### src/rtl/fpstk_pkg.sv
package fpstk_pkg;
  localparam int FP_W  = 80;
  localparam int EXP_W = 15;
  localparam int DEPTH = 8;

  typedef enum logic {
    SRC_EXT = 1'b0,
    SRC_REG = 1'b1
  } push_src_e;
endpackage

### src/rtl/fpstk_ptr.sv
module fpstk_ptr #(
  parameter int DEPTH = 8,
  localparam int PW = $clog2(DEPTH)
) (
  input  logic          clk,
  input  logic          rst,
  input  logic          dec_en,
  input  logic          inc_en,
  input  logic [PW-1:0] idx,
  output logic [PW-1:0] ptr_q,
  output logic [PW-1:0] ptr_dec,
  output logic [PW-1:0] ptr_inc,
  output logic [PW-1:0] src_addr
);
  assign ptr_dec  = ptr_q - PW'(1);
  assign ptr_inc  = ptr_q + PW'(1);
  assign src_addr = ptr_q + idx;

  always_ff @(posedge clk) begin
    if (rst)         ptr_q <= '0;
    else if (dec_en) ptr_q <= ptr_dec;
    else if (inc_en) ptr_q <= ptr_inc;
  end


  ptr_dec_chk: assert property (@(posedge clk) disable iff (rst)
    dec_en |=> (ptr_q == $past(ptr_q) - PW'(1)));

  ptr_inc_chk: assert property (@(posedge clk) disable iff (rst)
    (inc_en && !dec_en) |=> (ptr_q == $past(ptr_q) + PW'(1)));

  ptr_rst_chk: assert property (@(posedge clk) rst |=> (ptr_q == '0));
endmodule

### src/rtl/fpstk_tags.sv
module fpstk_tags #(
  parameter int DEPTH = 8,
  localparam int PW = $clog2(DEPTH)
) (
  input  logic             clk,
  input  logic             rst,
  input  logic             set_en,
  input  logic [PW-1:0]    set_addr,
  input  logic             clr_en,
  input  logic [PW-1:0]    clr_addr,
  output logic [DEPTH-1:0] tag_q
);
  for (genvar g = 0; g < DEPTH; g++) begin : g_tag
    always_ff @(posedge clk) begin
      if (rst)                                   tag_q[g] <= 1'b0;
      else if (set_en && set_addr == PW'(g))     tag_q[g] <= 1'b1;
      else if (clr_en && clr_addr == PW'(g))     tag_q[g] <= 1'b0;
    end
  end


  tags_rst_chk: assert property (@(posedge clk) rst |=> (tag_q == '0));

  tags_set_chk: assert property (@(posedge clk) disable iff (rst)
    set_en |=> tag_q[$past(set_addr)]);
endmodule

### src/rtl/fpstk_regfile.sv
module fpstk_regfile #(
  parameter int DEPTH = 8,
  parameter int W = 80,
  localparam int PW = $clog2(DEPTH)
) (
  input  logic          clk,
  input  logic          we,
  input  logic [PW-1:0] waddr,
  input  logic [W-1:0]  wdata,
  input  logic [PW-1:0] raddr_a,
  output logic [W-1:0]  rdata_a,
  input  logic [PW-1:0] raddr_b,
  output logic [W-1:0]  rdata_b
);
  logic [W-1:0] mem [DEPTH];

  always_ff @(posedge clk) begin
    if (we) mem[waddr] <= wdata;
  end

  assign rdata_a = mem[raddr_a];
  assign rdata_b = mem[raddr_b];
endmodule

### src/rtl/fpstk_push.sv
module fpstk_push
  import fpstk_pkg::*;
#(
  parameter int DEPTH_P = fpstk_pkg::DEPTH,
  parameter int W       = fpstk_pkg::FP_W,
  parameter int EW      = fpstk_pkg::EXP_W,
  localparam int PW = $clog2(DEPTH_P)
) (
  input  logic          clk,
  input  logic          rst,
  input  logic          push_i,
  input  logic          push_src_i,
  input  logic [PW-1:0] push_idx_i,
  input  logic [W-1:0]  push_data_i,
  input  logic          pop_i,
  input  logic          inv_mask_i,
  output logic [PW-1:0] top_ptr_o,
  output logic [W-1:0]  top_val_o,
  output logic          top_tag_o,
  output logic          done_o,
  output logic          stk_fault_o,
  output logic          c1_o
);
  localparam logic [W-1:0] QNAN = {1'b1, {EW{1'b1}}, 2'b11, {(W-EW-3){1'b0}}};

  logic [PW-1:0]      ptr_q, ptr_dec, ptr_inc, src_addr;
  logic [DEPTH_P-1:0] tag_q;
  logic [W-1:0]       src_val, inc_val, wdata;
  logic               ovf, unf, fault, commit, do_pop;
  push_src_e          src;

  assign src    = push_src_e'(push_src_i);
  assign ovf    = tag_q[ptr_dec];
  assign unf    = (src == SRC_REG) && !tag_q[src_addr];
  assign fault  = ovf || unf;
  assign commit = push_i && (!fault || inv_mask_i);
  assign do_pop = pop_i && !push_i;

  always_comb begin
    if (fault)               wdata = QNAN;
    else if (src == SRC_REG) wdata = src_val;
    else                     wdata = push_data_i;
  end

  fpstk_ptr #(.DEPTH(DEPTH_P)) u_ptr (
    .clk(clk), .rst(rst), .dec_en(commit), .inc_en(do_pop),
    .idx(push_idx_i), .ptr_q(ptr_q), .ptr_dec(ptr_dec),
    .ptr_inc(ptr_inc), .src_addr(src_addr)
  );

  fpstk_tags #(.DEPTH(DEPTH_P)) u_tags (
    .clk(clk), .rst(rst), .set_en(commit), .set_addr(ptr_dec),
    .clr_en(do_pop), .clr_addr(ptr_q), .tag_q(tag_q)
  );

  fpstk_regfile #(.DEPTH(DEPTH_P), .W(W)) u_rf (
    .clk(clk), .we(commit), .waddr(ptr_dec), .wdata(wdata),
    .raddr_a(src_addr), .rdata_a(src_val),
    .raddr_b(ptr_inc), .rdata_b(inc_val)
  );

  always_ff @(posedge clk) begin
    if (rst) begin
      top_val_o   <= '0;
      top_tag_o   <= 1'b0;
      done_o      <= 1'b0;
      stk_fault_o <= 1'b0;
      c1_o        <= 1'b0;
    end else begin
      done_o <= push_i;
      if (push_i) begin
        stk_fault_o <= fault;
        c1_o        <= ovf;
      end
      if (commit) begin
        top_val_o <= wdata;
        top_tag_o <= 1'b1;
      end else if (do_pop) begin
        top_val_o <= inc_val;
        top_tag_o <= tag_q[ptr_inc];
      end
    end
  end

  assign top_ptr_o = ptr_q;


  c1_needs_fault_chk: assert property (@(posedge clk) disable iff (rst)
    c1_o |-> stk_fault_o);

  fault_with_done_chk: assert property (@(posedge clk) disable iff (rst)
    $rose(stk_fault_o) |-> done_o);

  unmasked_hold_chk: assert property (@(posedge clk) disable iff (rst)
    (push_i && fault && !inv_mask_i) |=> ($stable(top_ptr_o) && $stable(top_val_o)));

  pop_ignored_chk: assert property (@(posedge clk) disable iff (rst)
    (push_i && pop_i && !commit) |=> $stable(top_ptr_o));
endmodule

### config.mk
export PLATFORM = sky130hd
export DESIGN_NAME = fpstk_push
export DESIGN_NICKNAME = d
export VERILOG_FILES = /design/src/rtl/fpstk_pkg.sv /design/src/rtl/fpstk_ptr.sv /design/src/rtl/fpstk_tags.sv /design/src/rtl/fpstk_regfile.sv /design/src/rtl/fpstk_push.sv
export SDC_FILE = /design/constraint.sdc
export NUM_CORES = 1
export LEC_CHECK = 0
export ABC_AREA = 0
export BUFFER_PORTS_ARGS = -buffer_cell sky130_fd_sc_hd__buf_2
export CAP_MARGIN = 20
export CORE_MARGIN = 5
export CORE_UTILIZATION = 62
export DETAILED_ROUTE_END_ITERATION = 7
export GPL_ROUTABILITY_DRIVEN = 0
export PLACE_DENSITY = 0.81
export SLEW_MARGIN = 20
export SYNTH_ARGS = -nofsm -noshare
export SYNTH_HDL_FRONTEND = slang
export SYNTH_SLANG_ARGS = --single-unit
### constraint.sdc
create_clock -name clk -period 12.6 [get_ports clk]
set_input_delay 2.52 -clock clk [delete_from_list [all_inputs] [get_ports clk]]
set_output_delay 2.52 -clock clk [all_outputs]
set_load 0.02 [all_outputs]
==> metrics, run 1 <==
Detail Placement HPWL 46300 µm; status completed; DRT Wirelength 85200 µm; Pleak 12.9 nW; worst vdd rail ir drop 0.119 mV; FMAX 0.127 GHz; routed len/inst 31.1 µm; number of synthesized flops with an enable pin 640; setup bufs post-CTS 0; H-tree depth 3; Reg-to-Reg Start u_ptr.ptr_q[0]$_SDFFE_PP0P_; root buf cell clkbuf_16; Slew Viols, Final 0; initial antenna violation count 3; CP Capture Type flip-flop; min-delay src top_val_o[40]$_SDFFE_PP0P_; pre-CTS setup slack 4.20 ns; NumNets Final 2086; Synth Area in Compound Gates 4.02%; Fin. Hold Viols 0; CTS tree done; DRT antenna net count 0; sequential fraction of the synthesis area 62.2%; # IOs 176; vias in the first global route 21100; drt pass-1 iters 5; main combinational cell family by area after synthesis multiplexers; Post-Synth Simple-Gate Area 2.71%; Final TNS setup 0 ns; startpoint types input pin; Starting DRT DRC Count 2431; fin crit share 62.5%; RR Endpoint u_rf.mem[3][0]$_DFFE_PP_; syn_nets 1954; Yosys reg bits 735; via count 20000; cell count of the worst hold path 2; RSZ-0062 raised after global routing false; Vias per Instance 7.29; post-CTS resize count 0; Sink Count 735; Die Area 59500 µm²; cell count after synthesis 1855; Area Overhead vs Synth 11.7%; multiplexer area fraction after synthesis 28.5%; Die Height 244 µm; worst slew pin tran 1.16 ns; maxcap violations 0; initial core utilization 62.8%; Reg clk slew, reported paths 0.06 ns; final cell count without fillers 2744; minimum clock period 7.88 ns; clock buffer depth 3; Hold/Removal Path Class reg -> reg; PwrDens 183 nW/µm²; post-synthesis async set-or-reset flop share 0%; Skew-Pair Late Insertion Delay 0.61 ns; Final Skew 0.0282 ns; GRT Resource Usage Total 28.6%; worst path arrival time 8.10 ns; Die W 244 µm; Buffers on Ports 175; Max FO, Critical Path 70; grt ovf 0; Cell Area, Synth 33900 µm²; syn_area_per_cell 18.3 µm²; total CTS buffers 76; reg2reg setup slack 5.96 ns; cts hold-fix bufs 0; first-pass GRT wire length 130000 µm; max_slew headroom 22.5%; Post-Place Cells 2604; Crit Path Category in -> reg; Primary FF master, synth edfxtp_1; setup ws final 4.72 ns; DRC violations left 0; Site Rows 85; share of post-route cells with drive strength above 1 35.6%; core area 54000 µm²; synth unique cells 40; endpoints failing setup 0; pin count of the biggest net entering global routing 96; xor-xnor portion of the synthesized cell area 0.0922%; YS warnings 0; hold endpoint top_val_o[40]$_SDFFE_PP0P_; R2R depth 12; CP Data Required Time 12.82 ns; Adder-Cell Fraction of Synth Area 0.391%
## layout make-up
type / count / area, µm²
antenna: 2 / 5.00
clock buffer: 108 / 2170
clock inverter: 29 / 274
fill: 3226 / 16100
inverter: 7 / 26.3
multi-input combinational: 956 / 12300
sequential: 735 / 21100
tap: 696 / 871
timing repair buffer: 211 / 1170
## cell usage in the layout (no fill, tap or decap), types with 21 or more instances in the layout
cell type	synthesis	routed
edfxtp_1	640	640
o22a_1	62	62
a21oi_1	65	65
mux4_2	326	326
mux2_2	62	62
buf_4	4	34
nand3_1	66	66
buf_2	39	173
clkbuf_16	0	79
dfxtp_1	95	94
nor2_1	109	103
clkbuf_1	83	21
mux2i_1	161	161
## sequential cells by signal, indices dropped and copies added, names as in the netlist
register	flops
c1_o	1
u_tags.tag_q	8
u_ptr.ptr_q	3
top_val_o	80
stk_fault_o	1
done_o	1
top_tag_o	1
u_rf.mem	640
## cells in the mapped netlist (2+ instances only)
cell	count	share of area (%)
o22ai_1	8	0.15
nor3_1	3	0.044
a21oi_1	65	0.96
nand2_1	18	0.20
a211o_1	18	0.46
a211oi_1	2	0.044
mux4_2	326	22
nand2b_1	9	0.17
buf_2	39	0.58
buf_4	4	0.088
dfxtp_1	95	5.6
clkbuf_1	83	0.92
inv_1	7	0.077
o21a_1	2	0.044
or2_2	2	0.037
nor2_1	109	1.2
edfxtp_1	640	57
o22a_1	62	1.6
nor2b_1	2	0.037
nand3_1	66	0.97
buf_1	30	0.33
ha_1	9	0.33
mux2i_1	161	4.7
a221o_1	18	0.53
mux2_2	62	2.1
## how the worst max path moves through the flow
| stage | startpoint | end | slack [ns] | cells after the start |
|---|---|---|---|---|
| 2_1_floorplan | push_idx_i[0] | u_rf.mem[3][0]$_DFFE_PP_ | 2.16 | 10 |
| 3_3_place_gp | push_idx_i[0] | u_rf.mem[3][2]$_DFFE_PP_ | 4.27 | 13 |
| 3_5_place_dp | push_idx_i[0] | u_rf.mem[3][2]$_DFFE_PP_ | 4.20 | 13 |
| 4_1_cts | push_idx_i[0] | u_rf.mem[3][78]$_DFFE_PP_ | 4.82 | 13 |
| 5_1_grt | push_idx_i[0] | u_rf.mem[3][76]$_DFFE_PP_ | 4.66 | 13 |
| 6_report | push_idx_i[0] | u_rf.mem[3][0]$_DFFE_PP_ | 4.72 | 13 |
## routing by layer
layer | vias to the layer above | GRT usage, % | share of wire (%)
met3 | 203 | 6.38 | 10
met4 | 2 | 9.08 | 2.8
met2 | 1391 | 48.1 | 51
li1 | 8035 | - | -
met5 | - | 0 | 0.016
met1 | 10400 | 38.1 | 36
## report_power, final
| group | total (W) | internal (W) | switching, W |
|---|---|---|---|
| registers | 0.00306 | 0.00296 | 0.0000994 |
| logic | 0.00166 | 0.000729 | 0.000933 |
| clock network | 0.00219 | 0.00130 | 0.000896 |
| total | 0.00692 | 0.00499 | 0.00193 |
## cell families (layout without fill, tap and decap cells)
| logic type | count (synthesis) | after routing |
|---|---|---|
| flip-flops | 735 | 735 |
| multiplexers | 551 | 551 |
| AND/OR/NAND/NOR | 211 | 211 |
| AO/OA/AOI/OAI | 182 | 182 |
| buffers and inverters | 164 | 355 |
| adder cells (fa/ha/maj) | 10 | 10 |
| XOR/XNOR | 2 | 2 |
| other | 0 | 2 |
## through the flow
stage / power (W) / util [%] / cell area (µm²) / hold slack [ns]
2_1_floorplan: 0.00430 / - / 33900 / 0.463
3_3_place_gp: 0.00469 / 65.6 / 35400 / 0.451
3_5_place_dp: 0.00475 / 65.6 / 35400 / 0.458
4_1_cts: 0.00693 / 70.1 / 37900 / 0.466
5_1_grt: 0.00717 / 70.2 / 37900 / 0.483
6_report: 0.00692 / 70.2 / 37900 / 0.465
## critical path: stages
cell and delay, ns:
buf_2 0.12, ha_4 0.14, inv_1 0.06, fa_4 1.21, buf_4 0.80, mux4_2 0.35
mux2_4 0.21, o221ai_4 0.10, buf_4 0.47, or2_2 0.57, nor3_2 0.20, buf_4 0.50
buf_4 0.67
Power figures use the tool's default switching activity.
==> run 2: changes to the inputs <==
==> constraint.sdc (replaced) <==
create_clock -name clk -period 8 [get_ports clk]
set_input_delay 1.6 -clock clk [delete_from_list [all_inputs] [get_ports clk]]
set_output_delay 1.6 -clock clk [all_outputs]
set_load 0.02 [all_outputs]
==> run 2 against run 1 <==
Compared with the run above: core utilization barely moved; sequential power up 58%; clock power up 56%; highest routed layer is now met4; count of clock-buffer cells in the layout shrank 9.
==> metrics, run 2 (same netlist as run 1, synthesis figures left out) <==
PwrDens 286 nW/µm²; Max FO, Critical Path 50; CP max stage delay 1.32 ns; worst slew pin tran 1.18 ns; routed len/inst 30.6 µm; pin count of the biggest net entering global routing 84; Worst setup startpoint u_ptr.ptr_q[0]$_SDFFE_PP0P_; CTS tree done; DRT antenna net count 0; CP bufs+invs 2; hold_ws 0.465 ns; Die Height 244 µm; FMAX 0.174 GHz; H-tree depth 3; status completed; Final TNS setup 0 ns; CP Data Required Time 8.26 ns; commonest non-fill, non-tap cell in the layout edfxtp_1; DRC violations left 0; Reg clk slew, reported paths 0.06 ns; RR Endpoint u_rf.mem[0][60]$_DFFE_PP_; core area 54000 µm²; Int Pwr 0.00780 W; Top delay family on crit path adder cells; Reg-to-Reg Start u_ptr.ptr_q[0]$_SDFFE_PP0P_; worst-path cell with the longest stage delay fa_4; DRT Wirelength 83800 µm; initial antenna violation count 0; Psw 0.00305 W; clock power share 31.4%; CP Capture Point u_rf.mem[0][60]$_DFFE_PP_; Largest regs u_rf.mem x640, top_val_o x80, u_tags.tag_q x8; first-pass GRT wire length 128000 µm; Die Area 59500 µm²; Die W 244 µm; max reg flops 640; via count 20100; switch share 28.1%; # IOs 176; drt pass-1 iters 6; Layout fillers 3231; root buf cell clkbuf_16; logic gate share of total power 24.2%; Sequential Area 21100 µm²; sequential power share 44.4%; Worst path depth 9; Area Overhead vs Synth 11.6%; Vias per Instance 7.32; worst path cell trace ha_4 > inv_1 > fa_4 > mux4_2 > mux2_4 > o221ai_4 > or2_2 > nor2_4 > buf_4; Final Core Density 70.1%; Starting DRT DRC Count 2421; Final Skew 0.0195 ns; grt ovf 0; clock buffer depth 3; RSZ-0062 raised after global routing false; Crit Path Category reg -> reg; GRT Resource Usage Total 28.1%; Fin. Hold Viols 0; worst path arrival time 6.00 ns; minimum clock period 5.74 ns; startpoint types flip-flop; total CTS buffers 74; fin crit share 71.8%; post-CTS resize count 0; Top reg by flops u_rf.mem; Skew-Pair Late Insertion Delay 0.61 ns; diode count 0; Site Rows 85; Pleak 12.9 nW; endpoints failing setup 0; share of post-route cells with drive strength above 1 35.6%; Buffers on Ports 175; reg2reg setup slack 2.26 ns; maxcap violations 0; Detail Placement HPWL 46200 µm; cts hold-fix bufs 0; Hold/Removal Path Class reg -> reg; setup bufs post-CTS 0; worst vdd rail ir drop 0.243 mV; R2R depth 9; Slew Viols, Final 0; NumNets Final 2087; CP Capture Type flip-flop; vias in the first global route 20900; initial core utilization 62.8%; most frequent cells in the layout edfxtp_1 (640), mux4_2 (326), buf_2 (173); area of the multi-input gates 12300 µm²; Sink Count 735; max_slew headroom 21.3%
## run 2: layout make-up
class	count	share of cell area [%]
Tap cell	696	2.30
Clock buffer	99	5.46
Inverter	7	0.0694
Clock inverter	35	0.793
Multi-Input combinational cell	956	32.4
Sequential cell	735	55.8
Timing Repair Buffer	214	3.21
## run 2: power by group through the flow
stage	sequential, W	combinational [W]	clock, W
6_report	0.00482	0.00262	0.00341
5_1_grt	0.00484	0.00279	0.00362
4_1_cts	0.00481	0.00262	0.00344
3_5_place_dp	0.00489	0.00259	0
3_3_place_gp	0.00486	0.00253	0
2_1_floorplan	0.00492	0.00184	0
## run 2: worst min-delay path by stage
stage / startpoint / endpoint / cells past startpoint
global route: top_val_o[20]$_SDFFE_PP0P_ / top_val_o[20]$_SDFFE_PP0P_ / 2
floorplan: u_tags.tag_q[4]$_SDFFE_PP0P_ / u_tags.tag_q[4]$_SDFFE_PP0P_ / 2
finish: top_val_o[40]$_SDFFE_PP0P_ / top_val_o[40]$_SDFFE_PP0P_ / 2
CTS: top_val_o[57]$_SDFFE_PP0P_ / top_val_o[57]$_SDFFE_PP0P_ / 2
global placement: top_val_o[30]$_SDFFE_PP0P_ / top_val_o[30]$_SDFFE_PP0P_ / 2
detailed placement: top_val_o[57]$_SDFFE_PP0P_ / top_val_o[57]$_SDFFE_PP0P_ / 2
## run 2: per-stage QoR
step	worst slack [ns]	std cells	power [W]	cell area (µm²)
6_report	2.26	2742	0.0109	37900
5_1_grt	1.94	2742	0.0112	37900
4_1_cts	2.24	2742	0.0109	37900
3_5_place_dp	1.67	2608	0.00748	35500
3_3_place_gp	1.67	2608	0.00739	35500
2_1_floorplan	0.633	1855	0.00676	34000
## run 2: worst reg2reg max path, cell delays in order (launching register included)
cell and delay, ns:
dfxtp_4 0.95, ha_4 0.28, inv_1 0.05, fa_4 1.32, mux4_2 0.40, mux2_4 0.21, o221ai_4 0.38, or2_2 0.59
nor2_4 0.69, buf_4 0.52
## run 2: routing by layer
metal / GRT usage, % / vias up / share of wire [%] / wire length, µm
met3: 6.21 / 195 / 11 / 9230
met4: 9.34 / 0 / 3.0 / 2510
met5: 0 / - / 0 / 0
met1: 38.7 / 10400 / 37 / 30800
met2: 45.7 / 1425 / 49 / 41300
li1: - / 8022 / - / -
